$ cat config.mk
export PLATFORM = sky130hd
export DESIGN_NAME = bsram_port
export DESIGN_NICKNAME = d
export VERILOG_FILES = /design/src/rtl/bsram_pkg.sv /design/src/rtl/bsram_addr_ctr.sv /design/src/rtl/bsram_array.sv /design/src/rtl/bsram_rd_pipe.sv /design/src/rtl/bsram_port.sv
export SDC_FILE = /design/constraint.sdc
export NUM_CORES = 1
export LEC_CHECK = 0
export BUFFER_PORTS_ARGS = -buffer_cell sky130_fd_sc_hd__buf_2
export CELL_PAD_IN_SITES_DETAIL_PLACEMENT = 1
export CELL_PAD_IN_SITES_GLOBAL_PLACEMENT = 1
export CORE_MARGIN = 2
export CORE_UTILIZATION = 47
export DETAILED_ROUTE_END_ITERATION = 8
export HOLD_SLACK_MARGIN = 0.1
export PLACE_DENSITY = 0.81
export SLEW_MARGIN = 20
export SYNTH_ARGS = -nofsm -noshare
export SYNTH_HDL_FRONTEND = slang
export SYNTH_SLANG_ARGS = --single-unit
$ cat constraint.sdc
create_clock -name clk -period 2.85 [get_ports clk]
set_input_delay 0.57 -clock clk [delete_from_list [all_inputs] [get_ports clk]]
set_output_delay 0.57 -clock clk [all_outputs]
set_load 0.01 [all_outputs]
$ cat src/rtl/bsram_pkg.sv
package bsram_pkg;
    localparam int LANE_W = 9;
    localparam int LANES  = 2;
    localparam int WORD_W = LANE_W * LANES;

    typedef logic [WORD_W-1:0] word_t;

    typedef struct packed {
        word_t s1_data;
        logic  s1_vld;
        word_t s2_data;
        logic  s2_vld;
    } rd_pipe_t;
endpackage

$ cat src/rtl/bsram_addr_ctr.sv
module bsram_addr_ctr #(
    parameter int ADDR_W = 5
) (
    input  logic              clk,
    input  logic              por,
    input  logic [ADDR_W-1:0] ext_addr,
    input  logic              ld_n,
    input  logic              adv_n,
    input  logic              clr_n,
    output logic [ADDR_W-1:0] acc_addr,
    output logic [ADDR_W-1:0] addr_q
);
    typedef struct packed {
        logic [ADDR_W-1:0] addr;
    } ctr_t;

    localparam logic [ADDR_W-1:0] ONE = ADDR_W'(1);

    ctr_t st_d, st_q;

    always_comb begin
        st_d = st_q;
        if (!clr_n) begin
            st_d.addr = '0;
        end else if (!ld_n) begin
            st_d.addr = ext_addr;
        end else if (!adv_n) begin
            st_d.addr = st_q.addr + ONE;
        end
        acc_addr = st_d.addr;
        if (por) begin
            st_d = '0;
        end
    end

    always_ff @(posedge clk) begin
        st_q <= st_d;
    end

    assign addr_q = st_q.addr;
endmodule

$ cat src/rtl/bsram_array.sv
module bsram_array
    import bsram_pkg::*;
#(
    parameter int ADDR_W = 5
) (
    input  logic              clk,
    input  logic [ADDR_W-1:0] addr,
    input  logic [LANES-1:0]  lane_we,
    input  word_t             wdata,
    output word_t             rd_word
);
    localparam int DEPTH = 1 << ADDR_W;

    for (genvar g = 0; g < LANES; g++) begin : g_lane
        logic [LANE_W-1:0] cells [DEPTH];

        always_ff @(posedge clk) begin
            if (lane_we[g]) begin
                cells[addr] <= wdata[g*LANE_W +: LANE_W];
            end
        end

        assign rd_word[g*LANE_W +: LANE_W] = cells[addr];
    end
endmodule

$ cat src/rtl/bsram_rd_pipe.sv
module bsram_rd_pipe
    import bsram_pkg::*;
(
    input  logic  clk,
    input  logic  por,
    input  logic  pipe_mode,
    input  logic  rd_en,
    input  word_t rd_word,
    output word_t rdata,
    output logic  rvalid
);
    rd_pipe_t st_d, st_q;

    always_comb begin
        st_d         = st_q;
        st_d.s1_data = rd_word;
        st_d.s1_vld  = rd_en;
        st_d.s2_data = st_q.s1_data;
        st_d.s2_vld  = st_q.s1_vld;
        if (por) begin
            st_d = '0;
        end
    end

    always_ff @(posedge clk) begin
        st_q <= st_d;
    end

    always_comb begin
        if (pipe_mode) begin
            rdata  = st_q.s2_data;
            rvalid = st_q.s2_vld;
        end else begin
            rdata  = st_q.s1_data;
            rvalid = st_q.s1_vld;
        end
    end
endmodule

$ cat src/rtl/bsram_port.sv
module bsram_port
    import bsram_pkg::*;
#(
    parameter int ADDR_W = 5
) (
    input  logic              clk,
    input  logic              por,
    input  logic [ADDR_W-1:0] ext_addr,
    input  logic              ld_n,
    input  logic              adv_n,
    input  logic              clr_n,
    input  logic              cs_n,
    input  logic              cs,
    input  logic              wr_n,
    input  logic [LANES-1:0]  lane_n,
    input  logic              oe_n,
    input  logic              pipe_mode,
    input  logic [WORD_W-1:0] wdata,
    output logic [WORD_W-1:0] rdata,
    output logic              rvalid
);
    logic [ADDR_W-1:0] acc_addr;
    logic [ADDR_W-1:0] addr_q;
    logic              chip_sel;
    logic              wr_cyc;
    logic [LANES-1:0]  lane_we;
    logic              rd_en;
    word_t             rd_word;

    bsram_addr_ctr #(.ADDR_W(ADDR_W)) ctr_i (
        .clk      (clk),
        .por      (por),
        .ext_addr (ext_addr),
        .ld_n     (ld_n),
        .adv_n    (adv_n),
        .clr_n    (clr_n),
        .acc_addr (acc_addr),
        .addr_q   (addr_q)
    );

    always_comb begin
        chip_sel = !cs_n && cs;
        wr_cyc   = chip_sel && !wr_n;
        lane_we  = ~lane_n & {LANES{wr_cyc}};
        rd_en    = chip_sel && wr_n && !oe_n && (lane_n != {LANES{1'b1}});
    end

    bsram_array #(.ADDR_W(ADDR_W)) mem_i (
        .clk     (clk),
        .addr    (acc_addr),
        .lane_we (lane_we),
        .wdata   (wdata),
        .rd_word (rd_word)
    );

    bsram_rd_pipe rdp_i (
        .clk       (clk),
        .por       (por),
        .pipe_mode (pipe_mode),
        .rd_en     (rd_en),
        .rd_word   (rd_word),
        .rdata     (rdata),
        .rvalid    (rvalid)
    );
endmodule

==> results.md, run 1 <==
* Status: complete, no violations
* CTS tree: done
* Fillers at 4945
* CP arrival at between 3 and 4 ns
* WS Path Type: register to register
* Yosys cell types at 46
* Share of cells above drive strength 1 at around 18%
* Area of placed instances at ~26000 sq um
* CP max stage delay at 0.76 ns
* Hpwl dp at between 40000 and 50000 um
* HP Start: oe_n
* Post-synth EDFFs at 576
* Pre-antenna DRT Iters at 5
* Crit path cell chain: ha_1, nand2b_1, xnor2_1, o21bai_1, nor2_2, a32oi_1, buf_4, a41oi_1
* Drt first-iter violations at 1862
* Via density at 6.130
* All-Layer GR Usage at 27.67%
* Worst Path Buf+Inv at 1
* Post-route ant nets at 0
* Vias in the first global route at 16770
* Sink Count at 619
* H-Tree Depth at 2
* PortBufs at 53
* DR WL/cell at 28.38 um
* Worst slew pin tran at 0.9280 ns
* WL met1 at 28710 um
* Final slew viol count at 0
* Core Footprint at 51300 sq um
* CTS clk-pin slew, worst paths at around 0.060 ns
* RSZ-0062 raised after global routing: true
* Global route overflow at 0
* Fmax at 361.2 MHz
* TritonCTS Buffers at 61
* Die Ht at roughly 230 um
* Area leader, netlist: edfxtp_1
* Synthesis-stage register bit count at 619
* Fin area at 28470 sq um
* Startpoint types: register
* GPL Wtd Cong at 0.9274
* Dominant synthesized flop cell: edfxtp_1
* Total of max-cap violations at 0
* Sequential share of the synthesized area at 74.36%
* RR Startpoint: ctr_i.addr_q[0]
* Count leader, synth: edfxtp_1
* Lkg Pwr at around 10 nW
* Pre-CTS setup slack at -0.1701 ns
* Number of vias in the routed layout at around 16000
* Largest net degree at the start of global routing at 78
* CP required at 3.40 ns
* Clock buffer depth at 3
* Endpoint class of the critical path: register
* DR WL met2 at 35640 um
* Setup TNS at 0 ns
* Fin crit share at 97.14%
* DRC at 0
* Post-Syn Area at 24420 sq um
* Clock root buffer: clkbuf_16
* Max layer used: met5
* Worst path slowest cell: nor2_2
* Synth top area cells: edfxtp_1, nand2_1, mux2i_1
* Initial antenna violation count at 5
* Post-CTS Hold Buffers at 0
* Minimum clock period at 2.768 ns
* Starting Density at 47.60%
* Peak supply drop at 501.8 uV
* Top cell type's share of synthesized area at 70.83%
* CP startpoint: ctr_i.addr_q[0]
* Nets at 1895
* Final Hold Viols at 0
* Cell Pwr Density at 693.7 nW/um^2
* Layout area overhead at 16.60%
* Ys async rst share at 0%
* Post-synth top cells: edfxtp_1, nand2_1, a21oi_1, mux2i_1, nand3_1
* Rel. slew slack at 38.07%
* Final clock skew at 0.02508 ns
* Met3 routed WL at 6752 um
* Cell family with most CP delay: simple AND/OR/NAND/NOR gates
* CP Max Fanout at 18
* Routed WL at ~74000 um
* Synth warn at 0
* Die area at about 54000 sq um
* First-pass GRT wire length at around 110000 um
* Final Worst Setup Slack at 0.08161 ns
* Cell row count at 83
* Die width at 231.9 um
* Setup violations, final at 0
* Synthesized instance count at around 1700
* Clock Latency Late Sink at 0.65 ns
* Io pins at 54
* R2R Setup Slk at 0.08 ns
* Fin util at 55.50%
* Syn_nets at 1731
* Average size of a mapped cell at 14.41 sq um
* Hold Path Class: primary input to register
logic make-up (layout without fill, tap and decap cells):
logic type                 Yosys count  after routing  synth area share [%]
DFF                                619            619                 74.36
and+or+nand+nor                    567            567                 10.06
AOI/OAI and AO/OA                  267            267                 7.978
muxes                              130            130                 5.498
buffers and inverters              108            325                 1.952
xor gates and xnor gates             3              3                0.1076
adders and majority gates            1              1               0.05123
other                                0              2                     0
flip-flops by register name, summed over array words and instances (netlist names):
signal	cells
ctr_i.addr_q	5
rdp_i.st_q	38
mem_i.g_lane.cells	576
what timing repair did:
| action | CTS | global route |
|---|---|---|
| setup endpoints to repair | 0 | 44 |
| buffers inserted | 0 | 3 |
| resized for setup | 0 | 2 |
placed cells by master, fill, tap and decap left out, types with 4 or more instances in the layout:
cell       synthesis  final
a21oi_1          109    108
a22oi_1           55     55
a32oi_1           72     72
a41oi_1            8      8
a41oi_2           10     10
buf_12             0     15
buf_2             27     53
buf_4              8    139
bufinv_16          0      7
clkbuf_1          50     15
clkbuf_16          0     62
clkinv_1           0     13
clkinv_2           0     12
dfxtp_1           43     43
edfxtp_1         576    576
mux2_2            19     19
mux2i_1          109    109
nand2_1          351    351
nand2b_1           5      5
nand3_1           96     96
nor2_1            71     70
nor2b_1           20     20
nor3_1             5      5
nor3_4             4      4
path summary, 6_finish.rpt:
path | cells after the start | end
setup / recovery | 8 | rdp_i.st_q[28]
setup reg to reg | 8 | rdp_i.st_q[28]
hold / removal | 2 | rdp_i.st_q[19]
hold reg to reg | 1 | rdp_i.st_q[13]
final cells by class:
type / instances / area [sq um] / area share, %
sequential: 619 / 18160 / 63.77
multi-input combinational: 968 / 5822 / 20.45
clock buffer: 80 / 1649 / 5.792
timing repair buffer: 207 / 1609 / 5.651
tap: 680 / 850.8 / 2.988
clock inverter: 36 / 372.9 / 1.309
inverter: 2 / 7.507 / 0.02637
antenna: 2 / 5.005 / 0.01758
report_power, final:
group	leakage (nW)	internal, mW	total (mW)	switching, mW
Combinational	3.49	0.490	1.53	1.04
Sequential	5.53	9.98	10.0	0.0512
Clock	0.994	4.71	8.19	3.48
Total	10.0	15.2	19.8	4.57
layer usage:
| metal | track usage [%] | vias up |
|---|---|---|
| met5 | 0 | - |
| met4 | 9.515 | 2 |
| met3 | 6.017 | 165 |
| met2 | 45.89 | 852 |
| met1 | 36.15 | 8143 |
| li1 | - | 6738 |
stage by stage:
| step | hold slack (ns) | std cells | power, mW |
|---|---|---|---|
| 2_1_floorplan | 0.4339 | 1695 | 10.97 |
| 3_3_place_gp | 0.4641 | 2473 | 11.64 |
| 3_5_place_dp | 0.4613 | 2473 | 11.71 |
| 4_1_cts | 0.1323 | 2589 | 19.81 |
| 5_1_grt | 0.1533 | 2593 | 20.21 |
| 6_report | 0.1657 | 2594 | 19.75 |
Power figures use the tool's default switching activity.
==> inputs of run 2 (changes only) <==
--- a/config.mk
+++ b/config.mk
@@ -9,10 +9,10 @@
 export CELL_PAD_IN_SITES_DETAIL_PLACEMENT = 1
 export CELL_PAD_IN_SITES_GLOBAL_PLACEMENT = 1
 export CORE_MARGIN = 2
-export CORE_UTILIZATION = 47
+export CORE_UTILIZATION = 57
 export DETAILED_ROUTE_END_ITERATION = 8
 export HOLD_SLACK_MARGIN = 0.1
-export PLACE_DENSITY = 0.81
+export PLACE_DENSITY = 0.91
 export SLEW_MARGIN = 20
 export SYNTH_ARGS = -nofsm -noshare
 export SYNTH_HDL_FRONTEND = slang
==> constraint.sdc (replaced) <==
create_clock -name clk -period 3.3 [get_ports clk]
set_input_delay 0.66 -clock clk [delete_from_list [all_inputs] [get_ports clk]]
set_output_delay 0.66 -clock clk [all_outputs]
set_load 0.01 [all_outputs]
==> results.md, run 2 (synthesized netlist as in run 1, its figures left out) <==
* Status: complete, but fails checks
* Failing checks: setup timing
* Global route overflow at 0 (unchanged)
* Fin area at 27810 sq um (-2.3%)
* Fmax at 290.7 MHz (-20%)
* Hold Path Class: primary input to register
* Layout area overhead at 13.90%
* Minimum clock period at 3.440 ns (+0.6721 ns)
* CP endpoint: rdp_i.st_q[31]
* All-Layer GR Usage at 39.06% (+11 points)
* Share of cells above drive strength 1 at 16.04% (-2.1 points)
* WS Path Type: register to register
* Startpoint types: register
* Die area at 44510 sq um (-17%)
* Reg2reg end: rdp_i.st_q[31]
* Io pins at 54 (unchanged)
* Setup violations, final at 11 (+11)
* Clock Latency Late Sink at 0.65 ns (about the same)
* Starting Density at 57.96% (+10 points)
* Pre-antenna DRT Iters at 8 (+3)
* Final Worst Setup Slack at -0.1405 ns (-0.2221 ns)
* Clock root buffer: clkbuf_16
* R2R Setup Slk at -0.14 ns (-0.22 ns)
* CTS tree: done
* Post-CTS Setup Bufs at 0 (unchanged)
* PortBufs at 53 (unchanged)
* DR WL/cell at 38.50 um (+36%)
* R2R depth at 7 (-1)
* Core Footprint at 42130 sq um (-18%)
* Vias in the first global route at 17480 (+4.3%)
* CP max stage delay at 0.94 ns (+0.18 ns)
* Total of max-cap violations at 0 (unchanged)
* Routed WL at 92940 um (+26%)
* Most frequent cells in the layout: edfxtp_1, nand2_1, mux2i_1, a21oi_1, buf_4
* First-pass GRT wire length at 124000 um (+13%)
* RR Startpoint: ctr_i.addr_q[0]
* Post-CTS resize count at 0 (unchanged)
* Cell family with most CP delay: simple AND/OR/NAND/NOR gates
* Worst path slowest cell: nor3_4
* Initial antenna violation count at 5 (unchanged)
* CP startpoint: ctr_i.addr_q[0]
* Die Ht at 211.0 um (-9.0%)
* TritonCTS Buffers at 59 (-3.3%)
* Cell row count at 75 (-9.6%)
* Biggest register: mem_i.g_lane.cells
* DRC at 0 (unchanged)
* Number of vias in the routed layout at 17720 (+11%)
* CP required at 3.79 ns (+0.39 ns)
* Area of placed instances at 25980 sq um (-1.6%)
* CP Depth at 7 (-1)
* Commonest non-fill, non-tap cell in the layout: edfxtp_1
* Final slew viol count at 0 (unchanged)
* Setup TNS at -0.4294 ns (-0.4294 ns)
* Fin crit share at 104.3% (+7.1 points)
* Rel. slew slack at 25.67% (-12 points)
* Fillers at 3723 (-25%)
* H-Tree Depth at 2 (unchanged)
* Post-CTS Hold Buffers at 0 (unchanged)
* Largest net degree at the start of global routing at 117 (+50%)
* Crit path cell chain: ha_1, and4b_4, mux2_4, o211ai_4, nor3_4, a32oi_1, a41oi_1
* Final clock skew at 0.03672 ns (+0.01164 ns)
* CP arrival at 3.93 ns (+0.61 ns)
* Nets at 1859 (-1.9%)
* GPL Wtd Cong at 0.9042 (-2.5%)
* Clock buffer depth at 3 (unchanged)
* Pre-CTS setup slack at 0.04346 ns (+0.2136 ns)
* Hpwl dp at 46690 um (+0.68%)
* Post-route ant nets at 0 (unchanged)
* CP Max Fanout at 18 (unchanged)
* Fin util at 66.01% (+11 points)
* Worst Path Buf+Inv at 0 (-1)
* Die width at 211.0 um (-9.0%)
* Lkg Pwr at 9.751 nW (-2.7%)
* Hold WS at 0.2593 ns (+0.09358 ns)
* Via density at 7.339 (+20%)
* Cell Pwr Density at 608.9 nW/um^2 (-12%)
* Endpoint class of the critical path: register
* Drt first-iter violations at 3656 (+96%)
* Max reg flops at 576 (unchanged)
* CTS clk-pin slew, worst paths at 0.07 ns (about the same)
* Final Hold Viols at 0 (unchanged)
* Peak supply drop at 422.8 uV (-16%)
* Sink Count at 619 (unchanged)
* Worst slew pin tran at 1.111 ns (+0.1833 ns)
==> run 2: changes by cell type in the layout (fill, tap and decap cells not counted), sizes merged <==
cell	previous run	this run
buf	207	173
bufinv	7	4
clkbuf	80	78
clkinv	28	24
clkinvlp	0	2
diode	2	5
inv	3	2
==> run 2: power breakdown <==
group	total, mW	leakage, nW	internal, mW	switching (mW)
sequential	8.68	5.53	8.62	0.0609
clock	6.87	0.880	3.63	3.24
combinational	1.39	3.34	0.379	1.01
total	16.9	9.75	12.6	4.31
==> run 2: worst min-delay path by stage <==
stage / startpoint / depth (start not counted) / end / slack (ns)
6_report: oe_n / 2 / rdp_i.st_q[19] / 0.26
3_3_place_gp: rdp_i.st_q[31] / 1 / rdp_i.st_q[12] / 0.50
2_1_floorplan: rdp_i.st_q[19] / 1 / rdp_i.st_q[0] / 0.43
3_5_place_dp: rdp_i.st_q[31] / 1 / rdp_i.st_q[12] / 0.51
5_1_grt: oe_n / 2 / rdp_i.st_q[19] / 0.25
4_1_cts: oe_n / 2 / rdp_i.st_q[19] / 0.24
==> run 2: layout make-up <==
class / instances / area (sq um) / share of cell area, %
repair buffers: 173 / 1329 / 4.777
multi-input cells: 968 / 5812 / 20.90
diodes: 5 / 12.51 / 0.04498
flip-flops and latches: 619 / 18160 / 65.28
clock inverters: 30 / 264.0 / 0.9492
inverters: 2 / 7.507 / 0.02699
clock buffers: 78 / 1558 / 5.601
well taps: 539 / 674.4 / 2.425
==> run 2: metal layers <==
layer  routed length (um)  track usage (%)  vias up
met1                31340            49.51     8626
met4                 6904            21.73        2
met3                13060            11.11      519
li1                     -                -     6663
met5                   14                0        -
met2                41610            61.06     1906
==> run 2: through the flow <==
stage                     cells  total power, mW
after CTS                  2409            16.67
after floorplan            1695            9.477
after global placement     2301            9.948
final                      2414            16.94
after detailed placement   2301            10.04
after global routing       2413            17.16
